### src/rtl/arbPkg.sv
package arbPkg;

  typedef enum logic [1:0] {
    PARK_NONE = 2'd0,
    PARK_LAST = 2'd1,
    PARK_PROG = 2'd2,
    PARK_RSVD = 2'd3
  } parkMode_t;

  typedef enum logic {
    OWN_IDLE = 1'b0,
    OWN_BUSY = 1'b1
  } ownState_t;

  typedef struct packed {
    logic arbLoad;    // take the arbitration winner
    logic parkLoad;   // take the parking target
    logic lruUpdate;  // move winner to most recent
  } ctrlStrobes_t;

endpackage

### src/rtl/arbDatapath.sv
module arbDatapath
  import arbPkg::*;
#(
  parameter int NUM_M = 8,
  parameter int LVL_W = 3,
  parameter int IDX_W = 3,
  parameter logic [NUM_M*LVL_W-1:0] FIXED_LVL = '0
) (
  input  logic                   clk,
  input  logic                   rstN,
  input  logic [NUM_M-1:0]       reqVec,
  input  logic [NUM_M-1:0]       prioEn,
  input  logic [NUM_M*LVL_W-1:0] prioFlat,
  input  parkMode_t              parkMode,
  input  logic [IDX_W-1:0]       parkIdx,
  input  ctrlStrobes_t           strobes,
  output logic                   anyReq,
  output logic [NUM_M-1:0]       gntVec,
  output logic [IDX_W-1:0]       gntIdx
);

  logic [LVL_W-1:0] effLvl [NUM_M];
  logic [LVL_W-1:0] bestLvl;
  logic [NUM_M-1:0] candVec;
  logic [NUM_M-1:0] winVec;
  logic [IDX_W-1:0] winIdx;
  logic [NUM_M-1:0] olderQ [NUM_M];

  logic [NUM_M-1:0] gntVecQ;
  logic [IDX_W-1:0] gntIdxQ;
  logic [IDX_W-1:0] lastIdxQ;
  logic             lastValidQ;
  logic [NUM_M-1:0] parkVec;
  logic [IDX_W-1:0] parkSelIdx;

  // Level source per master
  for (genvar g = 0; g < NUM_M; g++) begin : gLvl
    assign effLvl[g] = prioEn[g] ? prioFlat[g*LVL_W +: LVL_W]
                                 : FIXED_LVL[g*LVL_W +: LVL_W];
  end

  assign anyReq = |reqVec;

  always_comb begin
    bestLvl = '1;
    for (int i = 0; i < NUM_M; i++) begin
      if (reqVec[i] && (effLvl[i] < bestLvl)) bestLvl = effLvl[i];
    end
  end

  for (genvar g = 0; g < NUM_M; g++) begin : gCand
    assign candVec[g] = reqVec[g] && (effLvl[g] == bestLvl);
    // winner is older than every other candidate
    assign winVec[g] = candVec[g] &&
                       (&(olderQ[g] | ~candVec | (NUM_M'(1) << g)));
  end

  always_comb begin
    winIdx = '0;
    for (int i = 0; i < NUM_M; i++) begin
      if (winVec[i]) winIdx = IDX_W'(i);
    end
  end

  // Age matrix: olderQ[i][j] set means i was granted before j
  always_ff @(posedge clk) begin
    if (!rstN) begin
      for (int i = 0; i < NUM_M; i++) begin
        for (int j = 0; j < NUM_M; j++) begin
          olderQ[i][j] <= (i < j);
        end
      end
    end else if (strobes.lruUpdate) begin
      for (int i = 0; i < NUM_M; i++) begin
        for (int j = 0; j < NUM_M; j++) begin
          if (IDX_W'(i) == winIdx)      olderQ[i][j] <= 1'b0;
          else if (IDX_W'(j) == winIdx) olderQ[i][j] <= 1'b1;
        end
      end
    end
  end

  // Parking target
  always_comb begin
    parkVec    = '0;
    parkSelIdx = '0;
    unique case (parkMode)
      PARK_LAST: begin
        if (lastValidQ) begin
          parkVec    = NUM_M'(1) << lastIdxQ;
          parkSelIdx = lastIdxQ;
        end
      end
      PARK_PROG: begin
        parkVec    = NUM_M'(1) << parkIdx;
        parkSelIdx = parkIdx;
      end
      default: begin
        parkVec    = '0;
        parkSelIdx = '0;
      end
    endcase
  end

  always_ff @(posedge clk) begin
    if (!rstN) begin
      gntVecQ    <= '0;
      gntIdxQ    <= '0;
      lastIdxQ   <= '0;
      lastValidQ <= 1'b0;
    end else if (strobes.arbLoad) begin
      gntVecQ    <= NUM_M'(1) << winIdx;
      gntIdxQ    <= winIdx;
      lastIdxQ   <= winIdx;
      lastValidQ <= 1'b1;
    end else if (strobes.parkLoad) begin
      gntVecQ <= parkVec;
      gntIdxQ <= parkSelIdx;
    end
  end

  assign gntVec = gntVecQ;
  assign gntIdx = gntIdxQ;

endmodule

### src/rtl/arbControl.sv
module arbControl
  import arbPkg::*;
(
  input  logic         clk,
  input  logic         rstN,
  input  logic         anyReq,
  input  logic         xferDone,
  output ctrlStrobes_t strobes,
  output logic         ownBusy
);

  ownState_t stateQ, stateD;
  logic      decide;

  assign decide = (stateQ == OWN_IDLE) || xferDone;

  always_comb begin
    strobes.arbLoad   = decide && anyReq;
    strobes.lruUpdate = decide && anyReq;
    strobes.parkLoad  = decide && !anyReq;
    stateD            = stateQ;
    if (decide) stateD = anyReq ? OWN_BUSY : OWN_IDLE;
  end

  always_ff @(posedge clk) begin
    if (!rstN) stateQ <= OWN_IDLE;
    else       stateQ <= stateD;
  end

  assign ownBusy = (stateQ == OWN_BUSY);

endmodule

### src/rtl/lruPrioArbiter.sv
module lruPrioArbiter
  import arbPkg::*;
#(
  parameter int NUM_MASTERS = 8,
  parameter int LVL_W       = 3,
  parameter int IDX_W       = $clog2(NUM_MASTERS),
  parameter logic [NUM_MASTERS*LVL_W-1:0] FIXED_LVL = 24'o76543210
) (
  input  logic                         clk,
  input  logic                         rstN,
  input  logic [NUM_MASTERS-1:0]       reqVec,
  input  logic                         xferDone,
  input  logic [NUM_MASTERS-1:0]       prioEn,
  input  logic [NUM_MASTERS*LVL_W-1:0] prioFlat,
  input  logic [1:0]                   parkMode,
  input  logic [IDX_W-1:0]             parkIdx,
  output logic [NUM_MASTERS-1:0]       gntVec,
  output logic [IDX_W-1:0]             gntIdx
);

  ctrlStrobes_t strobes;
  logic         anyReq;
  logic         ownBusy;

  arbControl uCtrl (
    .clk      (clk),
    .rstN     (rstN),
    .anyReq   (anyReq),
    .xferDone (xferDone),
    .strobes  (strobes),
    .ownBusy  (ownBusy)
  );

  arbDatapath #(
    .NUM_M     (NUM_MASTERS),
    .LVL_W     (LVL_W),
    .IDX_W     (IDX_W),
    .FIXED_LVL (FIXED_LVL)
  ) uDp (
    .clk      (clk),
    .rstN     (rstN),
    .reqVec   (reqVec),
    .prioEn   (prioEn),
    .prioFlat (prioFlat),
    .parkMode (parkMode_t'(parkMode)),
    .parkIdx  (parkIdx),
    .strobes  (strobes),
    .anyReq   (anyReq),
    .gntVec   (gntVec),
    .gntIdx   (gntIdx)
  );

endmodule

### config.mk
export PLATFORM = sky130hd
export DESIGN_NAME = lruPrioArbiter
export DESIGN_NICKNAME = d
export VERILOG_FILES = /design/src/rtl/arbPkg.sv /design/src/rtl/arbDatapath.sv /design/src/rtl/arbControl.sv /design/src/rtl/lruPrioArbiter.sv
export SDC_FILE = /design/constraint.sdc
export NUM_CORES = 1
export LEC_CHECK = 0
export BUFFER_PORTS_ARGS = -buffer_cell sky130_fd_sc_hd__buf_4
export CAP_MARGIN = 20
export CORE_MARGIN = 2
export CORE_UTILIZATION = 64
export DETAILED_ROUTE_END_ITERATION = 7
export PLACE_DENSITY_LB_ADDON = 0.3
export SLEW_MARGIN = 20
export SYNTH_ARGS = -nofsm -noshare
export SYNTH_HDL_FRONTEND = slang
export SYNTH_SLANG_ARGS = --single-unit
### constraint.sdc
create_clock -name clk -period 14.21 [get_ports clk]
set_clock_uncertainty 0.1 [all_clocks]
set_input_delay 2.1315 -clock clk [delete_from_list [all_inputs] [get_ports clk]]
set_output_delay 2.1315 -clock clk [all_outputs]
set_load 0.01 [all_outputs]
Yosys cells after proc, flatten, opt, wreduce, memory -nomap -nowiden
Memory sizes are Yosys's and may differ from the RTL's. Index checks and enable logic that the tools add are counted.

Magnitude comparators: 8. Equal/unequal tests: 17. Shifts and indexed selects: 3. Mux-type cells: 409. Bitwise logic cells: 129. Reductions and logical operators: 37.

Operators by type and width (count): $mux W1 (379); $or A1 B1 Y1 (120); $mux W3 (23); $reduce_and A7 Y1 (7); $or A8 B8 Y8 (6); $logic_and A1 B1 Y1 (25); $eq A3 B3 Y1 (8); $mux W8 (3); $shl A1 B3 Y8 const A (3); $lt A3 B3 Y1 (7); $pmux W8 S2 (1); $eq A3 B3 Y1 const A (4); $not A8 Y8 (1); $reduce_or A8 Y1 (1); $or A7 B7 Y7 (1); $eq A2 B3 Y1 const A (2); $pmux W3 S2 (1); $mux W2 (2); $eq A1 B3 Y1 const A (1); $logic_not A3 Y1 (1); $lt A3 B3 Y1 const B (1); $eq A2 B1 Y1 const B (1); $eq A2 B2 Y1 const B (1); $reduce_bool A2 Y1 (1); 3 further kinds (3).

Register bits after elaboration: 16. Bits in writable memories: 64. Bits of input ports: 48. Output and inout port bits: 11. Logic and storage cells: 609. Memories: 1.

Memories: uDp.olderQ (words 8, width 8, read ports 7, clocked after Yosys merged registers in 0, write ports 8, RTL line arbDatapath.sv:27) `logic [NUM_M-1:0] olderQ [NUM_M];`.

Depth between registers and ports, before layout
Gate-level depths: netlist (run 1).

Depth after elaboration: 45. Mapped depth: 28. Depth with buffers taken out: 25.

Hierarchy
A second synthesis (run 1) with hierarchy kept.

Cells, all modules: 646. Area, all modules: 5446.5 sq um.

Modules (own cells, without submodules): arbDatapath (instances 1, cells an instance 640, area an instance 5387.7 sq um, seq. area each 1761.7 sq um); arbControl (instances 1, cells an instance 6, area an instance 58.8 sq um, seq. area each 20.0 sq um).

Worst setup path before layout (run 1)
No wires, ideal clock.

Path type: in2reg. Start: input port reqVec[0]. End: memory uDp.olderQ[2][1] (enable). Library setup time: 0.264 ns. Arrival time: 8.861 ns. Required time: 13.846 ns. Path slack: 4.985 ns. Stages: 26. Path buffers: 2. Cells stage by stage: buf_4 > a21boi_1 > o32ai_1 > o221a_2 > mux2_4 > a22oi_1 > o21ai_0 > a31o_2 > ha_1 > a221oi_1 > nand2_1 > o22ai_1 > nor2_1 > ha_1 > nor2b_1 > or4b_2 > o21ai_2 > nor3_2 > or3_1 > a211o_1 > o21bai_1 > or4_4 > a21o_1 > o211ai_2 > buf_6 > nand3_1.

RTL lines: start, declared (RTL line lruPrioArbiter.sv:11) `input logic [NUM_MASTERS-1:0] reqVec,`; end, declared (RTL line arbDatapath.sv:27).

==> metrics, run 1 <==
outcome finished clean; most frequent cells after synthesis nand2_1, nor2_1, edfxtp_1; Post-Synthesis Cells 597; final WL 14.32 mm; CP arrival 10.25 ns; fin. max-slew vios 0; Cell Rows 32; PortBufs 58; Worst-Skew Late Latency 0.35 ns; Slew HR 0.4004; Antenna Cells 0; Syn Nets 651; R2R Setup Slk 11.40 ns; EDFF count, synth 48; first-iteration detailed-routing DRC count 320; Critical Path Source reqVec[0]; mean post-synth cell area 8.616 µm²; initial cell density of the core 0.6622; # hold bufs at CTS 0; prevailing post-synth register cell edfxtp_1; HP Class reg2reg; crit end category flip-flop; detailed-route via count 5060; CTS tree built; Num Clock Sinks 65; Avg Vias per Cell 6.711; gr ovfl total 0; Num CTS Buffers 9; die width 93.65 µm; Worst setup SP type input port; core footprint 7767 µm²; Critical R2R Capture uDp.olderQ[3][1]; Final Util 0.7510; DRT Pass-1 Iters 5; Async SR Flop Fraction 0; Pint 0.4271 mW; Seq pwr share 0.390; Final setup viols 0; post-route DRC violation count 0; Peak VDD IR 0.0001323 V; Clk pin slew, worst setup/hold paths 0.07 ns; first-pass GRT wire length 23.16 mm; Sw Pwr 0.2381 mW; Switching Fraction 0.3580; YS warnings 0; Clock power frac 0.244; antenna violations before repair 0; setup TNS 0 ns; die area 8770 µm²; Max Cap Viol 0; Lkg Pwr 2.253 nW; Fmax 97.16 MHz; Worst path slowest cell a221oi_1; vias in the first global route 4798; WL/cell 18.99 µm; largest area contributor in the synthesized netlist edfxtp_1; Tmin final 10.29 ns; crit path capture uDp.olderQ[3][1]; Worst R2R Path Depth 7; Crit Path Class in2reg; Final ANT Viol Nets 0; largest net degree at the start of global routing 46; Cells after DPL 738; largest cells by area after synthesis edfxtp_1, dfxtp_1, nand2_1; largest buffer count on any clock path 2; Hold Vio Cnt, Final 0; area grow syn2layout 13.40%; RR Startpoint uCtrl.ownBusy; combinational share of power 0.366; post-synthesis register bit count 65; hold_sp uDp.lastIdxQ[2]; clock root cell clkbuf_8; post-synthesis cell area 5144 µm²; dpl hpwl 10.66 mm; Die H 93.65 µm; share of the synthesized area in the top cell type 0.2802; Layout Nets 701; Max stage delay on crit path 0.77 ns; synth unique cells 92; GP Congestion 0.9363; Post-CTS Setup Inserts 0; cells resized by post-CTS repair 0; sequential area share after synthesis 0.3464; measured slew at the worst slew-check pin 0.8994 ns; GRT Overall Usage 0.3369; Pwr Density 114.0 nW/µm²; fin crit share 0.7243; H-tree depth 3; most common cell in the synthesized netlist nand2_1; num ports 59; share of post-route cells with drive strength above 1 0.1871; crit path max fanout 17; Non-Filler Instances 754; Worst Path Required 14.16 ns; RSZ-0062 raised after global routing no
-- sequential cells by signal, indices dropped and copies added, names as in the netlist --
name and count:
uDp.gntVec 8, uDp.lastIdxQ 3, uDp.gntIdx 3, uDp.olderQ 49, uCtrl.ownBusy 1, uDp.lastValidQ 1
-- power by group through the flow --
stage	Combinational (mW)	Clock, mW	Sequential, mW
floorplan	0.171	0	0.258
finish	0.244	0.162	0.260
detailed placement	0.237	0	0.262
CTS	0.239	0.162	0.259
global route	0.265	0.169	0.262
global placement	0.231	0	0.262
-- worst max-delay path, delay by kind of cell --
| family | cells | cell delay [ns] |
|---|---|---|
| buffers and inverters | 1 | 0.13 |
| AOI/OAI and AO/OA | 12 | 4.09 |
| adders and majority gates | 2 | 0.42 |
| and+or+nand+nor | 10 | 3.46 |
-- area by class of cell --
type	instances	area (µm²)
multi-input combinational	491	3188
fill	577	1934
sequential	65	1782
timing repair buffer	61	457.9
clock buffer	12	156.4
tap	102	127.6
inverter	19	71.32
clock inverter	4	50.05
-- stage by stage --
stage	worst slack [ns]	hold slack [ns]	cell area (µm²)	power, mW
floorplan	4.985	0.3455	5144	0.4293
global placement	3.844	0.3655	5627	0.4936
detailed placement	3.691	0.3752	5627	0.4997
CTS	4.033	0.3880	5833	0.6599
global route	3.288	0.4179	5833	0.6955
finish	3.917	0.3931	5833	0.6652
-- cells by family after synthesis --
family                     share of synthesized area
adders and majority gates                    0.01459
and+or+nand+nor                               0.2958
xor gates and xnor gates                     0.02214
DFF                                           0.3464
AOI/OAI and AO/OA                             0.2744
muxes                                        0.01289
buffers and inverters                        0.03381
-- placed cells by master, fill, tap and decap left out, types with 5 or more instances in the layout --
master,instances
o21ai_0,30
nor2_1,60
o211ai_1,8
nand3b_1,5
nor2b_1,18
o21a_1,5
buf_4,61
edfxtp_1,48
and3_1,6
a31oi_1,7
a21oi_1,34
and2_1,13
ha_1,6
nor4_1,6
inv_1,16
a211o_1,5
a32oi_1,6
o22ai_1,17
or3_1,20
dfxtp_1,17
clkbuf_8,9
nand3_1,17
xnor2_1,9
nand2b_1,20
nand2_1,64
nand4b_1,5
nor3_1,14
-- worst min path at each step --
stage | endpoint | slack (ns) | depth (start not counted)
after floorplan | uDp.lastIdxQ[2] | 0.35 | 2
after global placement | uDp.lastIdxQ[2] | 0.37 | 2
after detailed placement | uDp.olderQ[4][0] | 0.38 | 2
after CTS | uDp.lastIdxQ[2] | 0.39 | 2
after global routing | uDp.lastIdxQ[2] | 0.42 | 2
final | uDp.lastIdxQ[2] | 0.39 | 2
-- layer usage --
metal  part of all wire  wire, µm  global-route usage  vias to the layer above
met2               0.49      7022              0.5731                      247
met5                  0         0                   0                        -
met1               0.40      5675              0.4091                     2374
li1                   -         -                   -                     2386
met3              0.075      1081             0.05698                       53
met4              0.038       538              0.1787                        0
(Power assumes the default switching activity.)
==> run 2, diff against run 1 <==
- CORE_UTILIZATION: 64 -> 60
- clock period: 14.21 -> 10.35 ns (I/O delays scaled with it)
==> run 2 against run 1 <==
  * Critical path depth did not move
  * First-iteration DRC count up 1.3%
  * Sequential power is 38% higher
  * Clock-buffer cell count is 1 lower
  * Non-clock buffer count increased by 6
  * Clock power increased by 58%
  * Setup slack lost 2.8 ns
  * Sequential share of layout area is 0.40 points lower
  * Total power grew 43%
  * Largest power group unchanged
  * Highest routed layer unchanged
==> metrics, run 2 (synthesis gave the netlist of run 1 again) <==
outcome finished clean; Num CTS Buffers 9 (unchanged); fin. max-slew vios 0 (unchanged); Worst Path Required 10.30 ns (-3.86 ns); die area 9330 µm² (+6.4%); Max Cap Viol 0 (unchanged); gr ovfl total 0 (unchanged); antenna violations before repair 0 (unchanged); GRT Overall Usage 0.3163 (-0.02058); area grow syn2layout 14.91%; Clk pin slew, worst setup/hold paths 0.07 ns (about the same); Slew HR 0.5212 (+0.1208); GP Congestion 0.9548 (+2.0%); WL/cell 18.75 µm (-1.2%); # hold bufs at CTS 0 (unchanged); Hold Vio Cnt, Final 0 (unchanged); Post-CTS Setup Inserts 0 (unchanged); H-tree depth 3 (unchanged); Fmax 108.5 MHz; Peak VDD IR 0.0001301 V (-1.7%); HP Class reg2reg; R2R Setup Slk 7.56 ns (-3.84 ns); detailed-route via count 5153 (+1.8%); Switching Fraction 0.3433 (-0.01464); first-pass GRT wire length 22.47 mm (-3.0%); Final Util 0.7158 (-0.03521); Clock power frac 0.269 (+0.025); measured slew at the worst slew-check pin 0.7161 ns (-0.1834 ns); RSZ-0062 raised after global routing no; Cell Rows 33 (+3.1%); Final Power 0.9521 mW (+43%); Largest Register uDp.olderQ; Cells after DPL 747 (+1.2%); Worst setup SP type input port; CP arrival 9.17 ns (-1.08 ns); CTS tree built; DRT Pass-1 Iters 5 (unchanged); Worst-Skew Late Latency 0.35 ns (about the same); crit path max fanout 17 (unchanged); commonest non-fill, non-tap cell in the layout buf_4; Crit Path Class in2reg; crit end category flip-flop; dpl hpwl 10.66 mm (about the same); largest buffer count on any clock path 2 (unchanged); commonest non-fill, non-tap cells in the layout buf_4, nand2_1, nor2_1; num ports 59 (unchanged); Layout Nets 707 (+0.86%); largest net degree at the start of global routing 46 (unchanged); Non-Filler Instances 763 (+1.2%); vias in the first global route 4645 (-3.2%); post-route DRC violation count 0 (unchanged); die width 96.59 µm (+3.1%); Antenna Cells 0 (unchanged); combinational share of power 0.355 (-0.011); Avg Vias per Cell 6.754 (+0.64%); share of post-route cells with drive strength above 1 0.1945 (+0.007412); core footprint 8258 µm² (+6.3%); Final ANT Viol Nets 0 (unchanged); initial cell density of the core 0.6229 (-0.03933); cells resized by post-CTS repair 0 (unchanged); Die H 96.59 µm (+3.1%); Seq pwr share 0.376 (-0.014); Final setup viols 0 (unchanged); final WL 14.31 mm (about the same); clock root cell clkbuf_8; Sw Pwr 0.3269 mW (+37%); fin crit share 0.8907; max reg flops 49 (unchanged); Lkg Pwr 2.304 nW (+2.3%); first-iteration detailed-routing DRC count 324 (+1.3%); Pwr Density 161.1 nW/µm² (+41%); PortBufs 58 (unchanged); Pint 0.6252 mW (+46%); Tmin final 9.218 ns; setup TNS 0 ns (unchanged); Num Clock Sinks 65 (unchanged)
[run 2: changes by cell type in the layout (fill, tap and decap cells not counted), sizes merged]
cell	previous run	this run
bufinv	1	3
clkinv	3	4
buf	61	67
clkinvlp	2	0
clkbuf	12	11
[run 2: power groups by stage]
stage | Clock, mW | Sequential (mW) | Combinational, mW
after global routing | 0.268 | 0.360 | 0.368
after CTS | 0.259 | 0.356 | 0.332
final | 0.256 | 0.358 | 0.338
after detailed placement | 0 | 0.362 | 0.330
after global placement | 0 | 0.362 | 0.322
after floorplan | 0 | 0.354 | 0.235
[run 2: area by class of cell]
type,count,area [µm²]
timing repair buffer,67,503.0
sequential,65,1782
clock inverter,5,103.9
tap,105,131.4
fill,654,2347
inverter,19,71.32
clock buffer,11,131.4
multi-input combinational,491,3188
[run 2: path summary, 6_finish.rpt]
path / startpoint / endpoint / depth (start not counted)
setup / recovery: prioFlat[3] / uDp.olderQ[3][1] / 25
hold / removal: uDp.lastIdxQ[2] / uDp.lastIdxQ[2] / 2
setup reg to reg: uDp.olderQ[6][5] / uDp.olderQ[3][1] / 7
hold reg to reg: uDp.lastIdxQ[2] / uDp.lastIdxQ[2] / 2
[run 2: critical path: stages]
cell and delay, ns:
buf_4 0.13, nand2b_1 0.21, nor4_1 0.43, o21ai_1 0.14, a211oi_2 0.37, and3_1 0.26
o21ai_0 0.18, a31o_2 0.34, ha_1 0.22, a221oi_1 0.28, buf_4 0.21, nand2_1 0.06
o22ai_1 0.36, nor2_1 0.21, ha_1 0.27, or4b_2 0.71, o21ai_2 0.50, nor3_2 0.16
or3_1 0.37, a2111o_1 0.51, o22ai_1 0.29, o31ai_1 0.18, nor2_1 0.44, nand4_2 0.51
nand3b_1 0.28
[run 2: stage by stage]
step	hold slack [ns]	worst slack (ns)	instance area, µm²
global placement	0.3665	1.070	5675
floorplan	0.3455	1.704	5144
CTS	0.3847	1.275	5911
global route	0.4353	0.6898	5911
finish	0.3899	1.132	5911
detailed placement	0.3719	0.9010	5675
[run 2: per-layer routing]
| metal | global-route usage | wire, µm |
|---|---|---|
| met1 | 0.3878 | 5633 |
| met2 | 0.5457 | 7036 |
| met3 | 0.04577 | 1113 |
| met4 | 0.1538 | 527 |
| met5 | 0 | 0 |
==> run 3, diff against run 2 <==
- CORE_UTILIZATION: 60 -> 61
- CTS_BUF_LIST: unset -> sky130_fd_sc_hd__clkbuf_8
- SLEW_MARGIN: 20 -> 30
==> run 3 against run 2 <==
  * Non-clock buffer count is 2 higher
  * Global-route usage rose by 2.1 points
  * Design area fell by 0.83%
  * Sequential power about the same
  * Sequential cell count is the same
==> metrics, run 3 (synthesis gave the netlist of run 1 again) <==
CTS tree built; die area 9182 µm² (-1.6%); core footprint 8175 µm² (-1.0%); Non-Filler Instances 765 (+0.26%); share of post-route cells with drive strength above 1 0.1985 (+0.003956); DRT Pass-1 Iters 5 (unchanged); Die H 95.83 µm (-0.79%); Lkg Pwr 2.284 nW (-0.88%); Antenna Cells 0 (unchanged); first-iteration detailed-routing DRC count 328 (+1.2%); Final ANT Viol Nets 0 (unchanged); Final WS setup 1.216 ns (+0.08403 ns); measured slew at the worst slew-check pin 0.8717 ns (+0.1556 ns); Slew HR 0.4144 (-0.1068); Worst Path Required 10.32 ns (+0.02 ns); Fillers 644 (-1.5%); final WL 14.90 mm (+4.1%); max reg flops 49 (unchanged); Num Clock Sinks 65 (unchanged); Clk pin slew, worst setup/hold paths 0.07 ns (about the same); Tmin final 9.134 ns (-0.08403 ns); Hold Vio Cnt, Final 0 (unchanged); outcome finished clean; GP Congestion 1.053 (+10%); Largest Register uDp.olderQ; worst slack at placement 1.033 ns (+0.1317 ns); fin. max-slew vios 0 (unchanged); post-route design area 5862 µm² (-0.83%); # hold bufs at CTS 0 (unchanged); Final setup viols 0 (unchanged); WL/cell 19.47 µm (+3.8%); Cell Rows 33 (unchanged); HP Class reg2reg; placed cell area 5690 µm² (+0.26%); GRT Overall Usage 0.3377 (+0.02141); RSZ-0062 raised after global routing no; initial cell density of the core 0.6292 (+0.006292); fin crit share 0.8825 (-0.008119); clock root cell clkbuf_8; gr ovfl total 0 (unchanged); dpl hpwl 11.01 mm (+3.3%); Pwr Density 151.9 nW/µm² (-5.7%); crit end category flip-flop; setup TNS 0 ns (unchanged); first-pass GRT wire length 23.74 mm (+5.6%); Worst-Skew Late Latency 0.36 ns (about the same); Worst setup SP type input port; Layout Nets 709 (+0.28%); area grow syn2layout 13.96%; H-tree depth 3 (unchanged); Avg Vias per Cell 6.735 (-0.28%); num ports 59 (unchanged); antenna violations before repair 0 (unchanged); Num CTS Buffers 9 (unchanged); largest buffer count on any clock path 2 (unchanged); crit path max fanout 9 (-8); commonest non-fill, non-tap cell in the layout buf_4; detailed-route via count 5152 (-0.019%); die width 95.83 µm (-0.79%); Final Util 0.7170 (+0.001261); post-route DRC violation count 0 (unchanged); commonest non-fill, non-tap cells in the layout buf_4, nand2_1, nor2_1; CP arrival 9.10 ns (-0.07 ns); largest net degree at the start of global routing 46 (unchanged); Cells after DPL 749 (+0.27%); PortBufs 58 (unchanged); Max Cap Viol 0 (unchanged); Post-CTS Setup Inserts 0 (unchanged); Crit Path Class in2reg; Peak VDD IR 0.0001903 V (+46%); cells resized by post-CTS repair 0 (unchanged); vias in the first global route 4838 (+4.2%); Fmax 109.5 MHz (+0.92%)
run 3: cell count changes in the layout (fill, tap and decap cells not counted):
cell / previous run / this run
bufinv_16: 3 / 0
buf_4: 67 / 69
clkbuf_1: 2 / 0
clkinv_4: 1 / 3
clkinv_1: 2 / 3
clkinv_2: 1 / 2
clkinvlp_4: 0 / 1
run 3: power breakdown:
group | leakage, nW | internal [mW] | switching (mW) | total, mW
clock network | 0.0866 | 0.0861 | 0.103 | 0.189
logic | 1.58 | 0.131 | 0.213 | 0.344
registers | 0.620 | 0.335 | 0.0227 | 0.358
run 3: stage by stage:
| step | power [mW] | hold slack (ns) |
|---|---|---|
| after CTS | 0.8822 | 0.3943 |
| after global routing | 0.9290 | 0.4114 |
| final | 0.8905 | 0.3923 |
| after detailed placement | 0.6948 | 0.3854 |
| after global placement | 0.6872 | 0.3660 |
| after floorplan | 0.5894 | 0.3455 |
run 3: worst paths after layout:
| kind | start | slack (ns) | endpoint | cells past startpoint |
|---|---|---|---|---|
| worst max-delay path | prioEn[1] | 1.22 | uDp.olderQ[2][4] | 28 |
| worst min-delay path | uDp.lastIdxQ[2] | 0.39 | uDp.lastIdxQ[2] | 2 |
| worst max register to register | uDp.olderQ[4][7] | 7.42 | uDp.olderQ[2][4] | 7 |
| worst min register to register | uDp.lastIdxQ[2] | 0.39 | uDp.lastIdxQ[2] | 2 |
run 3: critical path, cell delays in order:
cell and delay, ns:
buf_4 0.14, and2_1 0.20, a221oi_1 0.31, o221a_2 0.31, mux2_4 0.34, a22oi_1 0.21
o21ai_0 0.19, a31o_2 0.34, ha_1 0.31, o21ai_0 0.22, nor2b_1 0.56, a211oi_4 0.10
nor2_1 0.28, ha_1 0.31, o21ai_0 0.17, a21boi_0 0.19, and2_1 0.23, a221oi_4 0.30
buf_4 0.25, xor2_1 0.15, and2_1 0.22, o2111a_1 0.23, o2111ai_1 0.19, nor3_1 0.72
nor4b_1 0.49, buf_4 0.21, nand2b_1 0.23, nand2b_1 0.15
run 3: area by class of cell:
type                       instances  area [µm²]  area share
multi-input combinational        491        3188      0.5439
sequential                        65        1782      0.3039
timing repair buffer              69       518.0     0.08837
tap                              105       131.4     0.02241
clock buffer                       9       123.9     0.02113
inverter                          19       71.32     0.01217
clock inverter                     7       47.55    0.008111
run 3: routing by layer:
metal,track usage,routed length (µm)
met2,0.5664,7205
met4,0.1857,644
met3,0.05951,1239
met5,0,0
met1,0.4114,5809
